--- src/rtl/clkmon_pkg.sv ---
package clkmon_pkg;
  parameter int unsigned REG_DIV  = 0;
  parameter int unsigned REG_MODE = 1;
  parameter int unsigned REG_STAT = 2;
  // first clear bit inside the mode register; clear bits sit above the mode field
  parameter int unsigned CLR_LSB  = 3;
endpackage

--- src/rtl/clkmon_divsel_reg.sv ---
module clkmon_divsel_reg #(
  parameter int unsigned NUM_BANKS = 4,
  parameter int unsigned SEL_W     = 2,
  localparam int unsigned DIV_W    = NUM_BANKS * SEL_W
) (
  input  logic             clk,
  input  logic             rst_n,
  input  logic             wr_hit,
  input  logic [DIV_W-1:0] wr_val,
  output logic [DIV_W-1:0] div_q
);
  // one field register per output bank
  for (genvar b = 0; b < NUM_BANKS; b++) begin : g_bank
    logic [SEL_W-1:0] field_q;
    always_ff @(posedge clk or negedge rst_n) begin
      if (!rst_n)      field_q <= '0;
      else if (wr_hit) field_q <= wr_val[b*SEL_W +: SEL_W];
    end
    assign div_q[b*SEL_W +: SEL_W] = field_q;
  end
endmodule

--- src/rtl/clkmon_mode_reg.sv ---
module clkmon_mode_reg #(
  parameter int unsigned MODE_W = 3,
  parameter int unsigned NUM_IN = 4
) (
  input  logic              clk,
  input  logic              rst_n,
  input  logic              wr_hit,
  input  logic [MODE_W-1:0] mode_val,
  input  logic [NUM_IN-1:0] clr_val,
  output logic [MODE_W-1:0] mode_q,
  output logic [NUM_IN-1:0] clr_mask
);
  always_ff @(posedge clk or negedge rst_n) begin
    if (!rst_n)      mode_q <= '0;
    else if (wr_hit) mode_q <= mode_val;
  end
  // clear bits are never stored: they act only in the cycle of the write
  assign clr_mask = wr_hit ? clr_val : '0;
endmodule

--- src/rtl/clkmon_fail_flags.sv ---
module clkmon_fail_flags #(
  parameter int unsigned NUM_IN = 4
) (
  input  logic              clk,
  input  logic              rst_n,
  input  logic [NUM_IN-1:0] set_pulse,
  input  logic [NUM_IN-1:0] clr_mask,
  output logic [NUM_IN-1:0] flags_q
);
  for (genvar i = 0; i < NUM_IN; i++) begin : g_flag
    always_ff @(posedge clk or negedge rst_n) begin
      if (!rst_n)            flags_q[i] <= 1'b0;
      else if (set_pulse[i]) flags_q[i] <= 1'b1;   // set wins over clear
      else if (clr_mask[i])  flags_q[i] <= 1'b0;
    end
  end
endmodule

--- src/rtl/clkmon_csr.sv ---
module clkmon_csr #(
  parameter int unsigned NUM_BANKS = 4,
  parameter int unsigned SEL_W     = 2,
  parameter int unsigned NUM_IN    = 4,
  parameter int unsigned MODE_W    = 3,
  parameter int unsigned ADDR_W    = 2,
  localparam int unsigned DATA_W   = NUM_BANKS * SEL_W
) (
  input  logic              clk,
  input  logic              rst_n,
  input  logic [ADDR_W-1:0] addr,
  input  logic              wr_en,
  input  logic [DATA_W-1:0] wr_data,
  output logic [DATA_W-1:0] rd_data,
  input  logic [NUM_IN-1:0] fail_pulse,
  output logic [DATA_W-1:0] div_sel,
  output logic [MODE_W-1:0] mode_sel,
  output logic [NUM_IN-1:0] fail_flags
);
  import clkmon_pkg::*;

  localparam logic [ADDR_W-1:0] A_DIV  = ADDR_W'(REG_DIV);
  localparam logic [ADDR_W-1:0] A_MODE = ADDR_W'(REG_MODE);
  localparam logic [ADDR_W-1:0] A_STAT = ADDR_W'(REG_STAT);

  logic              div_hit, mode_hit;
  logic [NUM_IN-1:0] clr_mask;

  assign div_hit  = wr_en && (addr == A_DIV);
  assign mode_hit = wr_en && (addr == A_MODE);

  clkmon_divsel_reg #(.NUM_BANKS(NUM_BANKS), .SEL_W(SEL_W)) u_div (
    .clk    (clk),
    .rst_n  (rst_n),
    .wr_hit (div_hit),
    .wr_val (wr_data),
    .div_q  (div_sel)
  );

  clkmon_mode_reg #(.MODE_W(MODE_W), .NUM_IN(NUM_IN)) u_mode (
    .clk      (clk),
    .rst_n    (rst_n),
    .wr_hit   (mode_hit),
    .mode_val (wr_data[MODE_W-1:0]),
    .clr_val  (wr_data[CLR_LSB +: NUM_IN]),
    .mode_q   (mode_sel),
    .clr_mask (clr_mask)
  );

  clkmon_fail_flags #(.NUM_IN(NUM_IN)) u_flags (
    .clk       (clk),
    .rst_n     (rst_n),
    .set_pulse (fail_pulse),
    .clr_mask  (clr_mask),
    .flags_q   (fail_flags)
  );

  always_comb begin
    unique case (addr)
      A_DIV:   rd_data = div_sel;
      A_MODE:  rd_data = {{(DATA_W-MODE_W){1'b0}}, mode_sel};
      A_STAT:  rd_data = {{(DATA_W-NUM_IN){1'b0}}, fail_flags};
      default: rd_data = '0;
    endcase
  end
endmodule

--- config.mk ---
export PLATFORM = sky130hd
export DESIGN_NAME = clkmon_csr
export DESIGN_NICKNAME = d
export VERILOG_FILES = /design/src/rtl/clkmon_pkg.sv /design/src/rtl/clkmon_divsel_reg.sv /design/src/rtl/clkmon_mode_reg.sv /design/src/rtl/clkmon_fail_flags.sv /design/src/rtl/clkmon_csr.sv
export SDC_FILE = /design/constraint.sdc
export NUM_CORES = 1
export LEC_CHECK = 0
export CAP_MARGIN = 10
export CORE_AREA = 2 2 46 48
export CTS_BUF_LIST = sky130_fd_sc_hd__clkbuf_8 sky130_fd_sc_hd__clkbuf_16
export CTS_CLUSTER_DIAMETER = 60
export CTS_CLUSTER_SIZE = 24
export DETAILED_ROUTE_END_ITERATION = 10
export DIE_AREA = 0 0 48 50
export PLACE_DENSITY = 0.77
export SLEW_MARGIN = 20
export SYNTH_ARGS = -nofsm -noshare
export SYNTH_HDL_FRONTEND = slang
export SYNTH_SLANG_ARGS = --single-unit
export TNS_END_PERCENT = 10
--- constraint.sdc ---
create_clock -name clk -period 2 [get_ports clk]
set_input_delay 0.4 -clock clk [delete_from_list [all_inputs] [get_ports clk]]
set_output_delay 0.4 -clock clk [all_outputs]
set_load 0.03 [all_outputs]
---- Yosys cells after proc, flatten, opt, wreduce, memory -nomap -nowiden ----
Index checks and enable logic that the tools add are counted.
storage, ports and cells
  output and inout port bits .............. 23
  input port bits ......................... 17
  word-level logic and storage cells ...... 28
  bits in registers ....................... 15
cells by class
  muxes and demuxes ....................... 10
  reductions and logical operators ........ 7
  eq/ne operators ......................... 2
operator list
  operator              count
  $pmux W8 S3           1
  $mux W1               8
  $reduce_bool A2 Y1    4
  $mux W4               1
  $eq A2 B1 Y1 const B  1
  $eq A2 B2 Y1 const B  1
  $logic_and A1 B1 Y1   2
  $logic_not A2 Y1      1

---- Depth between registers and ports, before layout ----
  depth after elaboration ................. 5
  depth in mapped cells ................... 4
  depth with buffers taken out ............ 2

---- Modules after synthesis ----
From an unflattened synthesis, not the netlist that was laid out.
second synthesis, totals
  cell total of the unflattened synthesis .. 56
  area total of the unflattened synthesis .. 750.7 sq um
by module, submodules not included
  module             area an instance (sq um)  times used  sequential area each (sq um)  cells each
  clkmon_divsel_reg  331.6                     1           200.2                         17
  clkmon_fail_flags  145.1                     1           100.1                         12
  clkmon_mode_reg    138.9                     1           75.1                          10
  clkmon_csr         135.1                     1           0.0                           17

---- Least setup slack after synthesis ----
No wires, ideal clock.
  kind .................................... input to output
  from .................................... input addr[0]
  to ...................................... output rd_data[0]
  setup slack ............................. 418 ps
  buffers on the path ..................... 1
  cell stages on the path ................. 3
  required time ........................... 1,600 ps
  arrival time ............................ 1,182 ps
  cells stage by stage .................... buf_4 -> mux2i_1 -> o2bb2ai_1
on the way
  cells in the longest elaborated chain, start to end .. 2
  elaborated cells between the ends (all ways) .. 4
  those cells by class .................... eq/ne: 2; mux: 1; reduce/logical: 1
ends and longest elaborated chain
  what                                        RTL line          text
  start, declared                             clkmon_csr.sv:11  input logic [ADDR_W-1:0] addr,
  $eq A2 B2 Y1, or another cell as far along  clkmon_csr.sv:59  unique case (addr)
  $pmux W8 S3 *                               clkmon_csr.sv:59
  end, declared                               clkmon_csr.sv:14  output logic [DATA_W-1:0] rd_data,
Mark *: on every way between the ends. The rest lies on a longest branch, timed or not.

---- Worst setup path after layout ----
  from .................................... input addr[0]
  to ...................................... output rd_data[5]
Same word-level chain as after synthesis.

==> summary.log <==
INFO  setup_path     r2r_slack=1.23ns
INFO  worst_hold_path min_path_cells=1
INFO  routing        detailed_router_s_first_iteration_violation_count=3
INFO  cells_and_area drive_above_1_share=30.10%
INFO  clock_tree     ctsResizeCount=0
INFO  routing        ant_nets=0
INFO  floorplan      die_area=2400squm
INFO  cells_and_area fin_util=62.30%
INFO  timing         hold_slack=0.5259ns
INFO  routing        via_count=604
INFO  floorplan      start_util=37.37%
INFO  clock_tree     postCtsSetupRepairBufs=0
INFO  clock_tree     cts_hold_buf=0
INFO  setup_path     critical_path_arrival=1.51ns
INFO  setup_path     path_cells=clkdlybuf4s50_1 > buf_4 > nor2_1 > and2_1 > buf_4
INFO  global_routing total_gr_overflow=0
INFO  yosys          synthesis.instances=57
INFO  worst_hold_path hold_path_end=u_div.g_bank[3].field_q[1]
INFO  routing        wl=1791um
INFO  setup_path     timing.rr.start=u_mode.mode_q[1]
INFO  setup_path     cp_data_required_time=1.60ns
INFO  clock_tree     worst_skew_pair.late_latency=0.25ns
INFO  pwr            power_per_cell_area=854.8nW/um^2
INFO  timing         worst_margin_pin_slew=0.6796ns
INFO  global_routing grt_antenna_before_repair=0
INFO  setup_path     critPathMostFrequentCell=buf_4
INFO  setup_path     critical_path.reg2reg.endpoint=u_mode.mode_q[1]
INFO  global_routing track_usage=16.21%
INFO  worst_hold_path timing.hold.worst.class=flip-flop to flip-flop
INFO  timing         fmax=523.7MHz
INFO  global_routing grt_start_max_net_pins=16
INFO  yosys          netlist_cell_types=14
INFO  worst_hold_path holdCritStartpoint=u_div.g_bank[3].field_q[1]
INFO  cells_and_area final_cell_area=1185squm
INFO  placement      place.detailed.hpwl=1390um
INFO  cells_and_area synthToLayoutAreaGrowth=66.73%
INFO  clock_tree     cts_tree=yes
INFO  yosys          yosysSeqAreaShare=52.82%
INFO  setup_path     critPathCaptureType=output pin
INFO  clock_tree     cts_buffer_count=3
INFO  yosys          synth.yosys.warnings=0
INFO  clock_tree     clkSinkCount=15
INFO  clock_tree     clk_path_buf_depth=2
INFO  yosys          synth.ff_latch_count=15
INFO  global_routing grt_pass1_vias=602
INFO  timing         final.period_utilization=95.48%
INFO  outcome        status=finished clean
INFO  floorplan      die_height=50um
INFO  timing         slew_viol_final=0
INFO  floorplan      coreArea=1902squm
INFO  setup_path     cpMaxStageDelayCell=clkdlybuf4s50_1
INFO  timing         fin_setup_tns=0ns
INFO  yosys          post_synth_main_area_contributors=dfrtp_1 (53%), mux2_2 (17%), mux2i_1 (5.6%)
INFO  yosys          synth.cell_area=710.7squm
INFO  clock_tree     cts_htree_levels=1
INFO  placement      port-buffer-count=39
INFO  setup_path     crit_type=primary input to output pin
INFO  placement      place_congestion=0.7528
INFO  floorplan      die_w=48um
INFO  routing        detail_route.vias_per_cell=4.646
INFO  timing         grt_setup_unrepaired=false
INFO  yosys          syn-num-nets=74
INFO  timing         count_of_final_hold_check_violations=0
INFO  cells_and_area finalNetCount=121
INFO  pwr            irDropWorstVdd=0.6186mV
INFO  job            cap_violations=0
INFO  yosys          synth_area_per_cell=12.47squm
INFO  setup_path     rr_worst_depth=1
INFO  cells_and_area insertedDiodeCount=0
INFO  yosys          netlist.area_leader.share=52.82%
INFO  clock_tree     clk_root_buffer_cell=clkbuf_8
INFO  placement      area_after_dpl=1136squm
INFO  timing         timing.slew.headroom=54.55%
INFO  routing        detail_route.wl_per_cell=13.78um
INFO  routing        drt_first_pass_iters=2
INFO  global_routing grt_pass1_wl=2594um
INFO  setup_path     timing.critical_path.from_type=primary input
INFO  timing         finalWorstPathRequiredPeriod=1.910ns
INFO  timing         setup-violations-final=0
INFO  timing         clock_skew=0ns
INFO  setup_path     cp_max_fo=5
INFO  routing        drt_drc_violations_left=0
INFO  setup_path     critical-path-max-stage-delay=0.42ns
INFO  clock_tree     clkSlewWorstSetupHoldPaths=0.06ns
INFO  floorplan      core.rowCount=16
INFO  floorplan      design.portCount=40
INFO  yosys          yosysTopAreaCell=dfrtp_1
INFO  pwr            static-leakage-power=0.5184nW
[state kept, by name, summed over array words and instances (netlist names)]
| register | cells |
|---|---|
| u_div.g_bank.field_q | 8 |
| u_flags.flags_q | 4 |
| u_mode.mode_q | 3 |
[layer usage]
| layer | up-vias | global-route usage [%] | share of wire [%] |
|---|---|---|---|
| li1 | 291 | - | - |
| met2 | 25 | 24.22 | 49 |
| met1 | 284 | 19.40 | 42 |
| met5 | - | 0 | 0 |
| met4 | 0 | 12.16 | 3.0 |
| met3 | 4 | 3.297 | 5.4 |
[final cells by class]
cell class / instances / area [sq um]
flip-flops and latches: 15 / 375.4
well taps: 27 / 33.78
fillers: 152 / 716.9
inverters: 4 / 15.01
repair buffers: 45 / 415.4
clock buffers: 3 / 41.29
multi-input cells: 35 / 299.0
clock inverters: 1 / 5.005
[cell usage after synthesis (all sizes together)]
cell,instances
o2bb2ai,3
nor3b,1
nor2b,1
nor2,6
inv,4
mux2i,4
a31oi,4
buf,3
dfrtp,15
mux2,11
and3b,1
and2,4
[critical path, delay by kind of cell]
kind                   cells  cell delay, ns
buffers and inverters      3            0.74
and+or+nand+nor            2            0.36
[where the power goes]
group          internal, mW  switching (mW)
Combinational         0.181           0.199
Clock                 0.138           0.112
Sequential            0.349          0.0332
Total                 0.668           0.344
[cells by family after synthesis]
logic type	count (synthesis)	synth area share [%]
AOI/OAI and AO/OA	7	7.218
buffers and inverters	7	5.457
muxes	15	23.06
DFF	15	52.82
and+or+nand+nor	13	11.44
[cells in the final DEF, fill, tap and decap left out]
| master | synthesis | routed |
|---|---|---|
| a31oi_1 | 4 | 4 |
| and2_1 | 4 | 4 |
| and3b_1 | 1 | 1 |
| buf_4 | 1 | 14 |
| clkbuf_8 | 0 | 3 |
| clkdlybuf4s50_1 | 0 | 31 |
| clkinv_2 | 0 | 1 |
| dfrtp_1 | 15 | 15 |
| inv_1 | 4 | 4 |
| mux2_2 | 11 | 11 |
| mux2i_1 | 4 | 4 |
| nor2_1 | 6 | 6 |
| nor2b_2 | 0 | 1 |
| nor3b_4 | 1 | 1 |
| o2bb2ai_1 | 3 | 3 |
[how the worst max path moves through the flow]
stage | from | end | slack [ns] | cells past startpoint
2_1_floorplan | addr[0] | rd_data[0] | 0.42 | 3
3_3_place_gp | addr[1] | rd_data[2] | 0.08 | 4
3_5_place_dp | addr[1] | rd_data[2] | 0.05 | 4
4_1_cts | addr[1] | rd_data[2] | 0.04 | 4
5_1_grt | addr[1] | rd_data[2] | 0.003 | 4
6_report | addr[0] | rd_data[5] | 0.09 | 5
[per-stage QoR]
| step | total power, mW | worst slack, ns | std cells |
|---|---|---|---|
| 2_1_floorplan | 0.5891 | 0.4182 | 57 |
| 3_3_place_gp | 0.7652 | 0.08289 | 126 |
| 3_5_place_dp | 0.7719 | 0.04572 | 126 |
| 4_1_cts | 1.022 | 0.04050 | 130 |
| 5_1_grt | 1.059 | 0.002692 | 130 |
| 6_report | 1.013 | 0.09036 | 130 |
No activity file was read; power rests on OpenSTA's default activity.
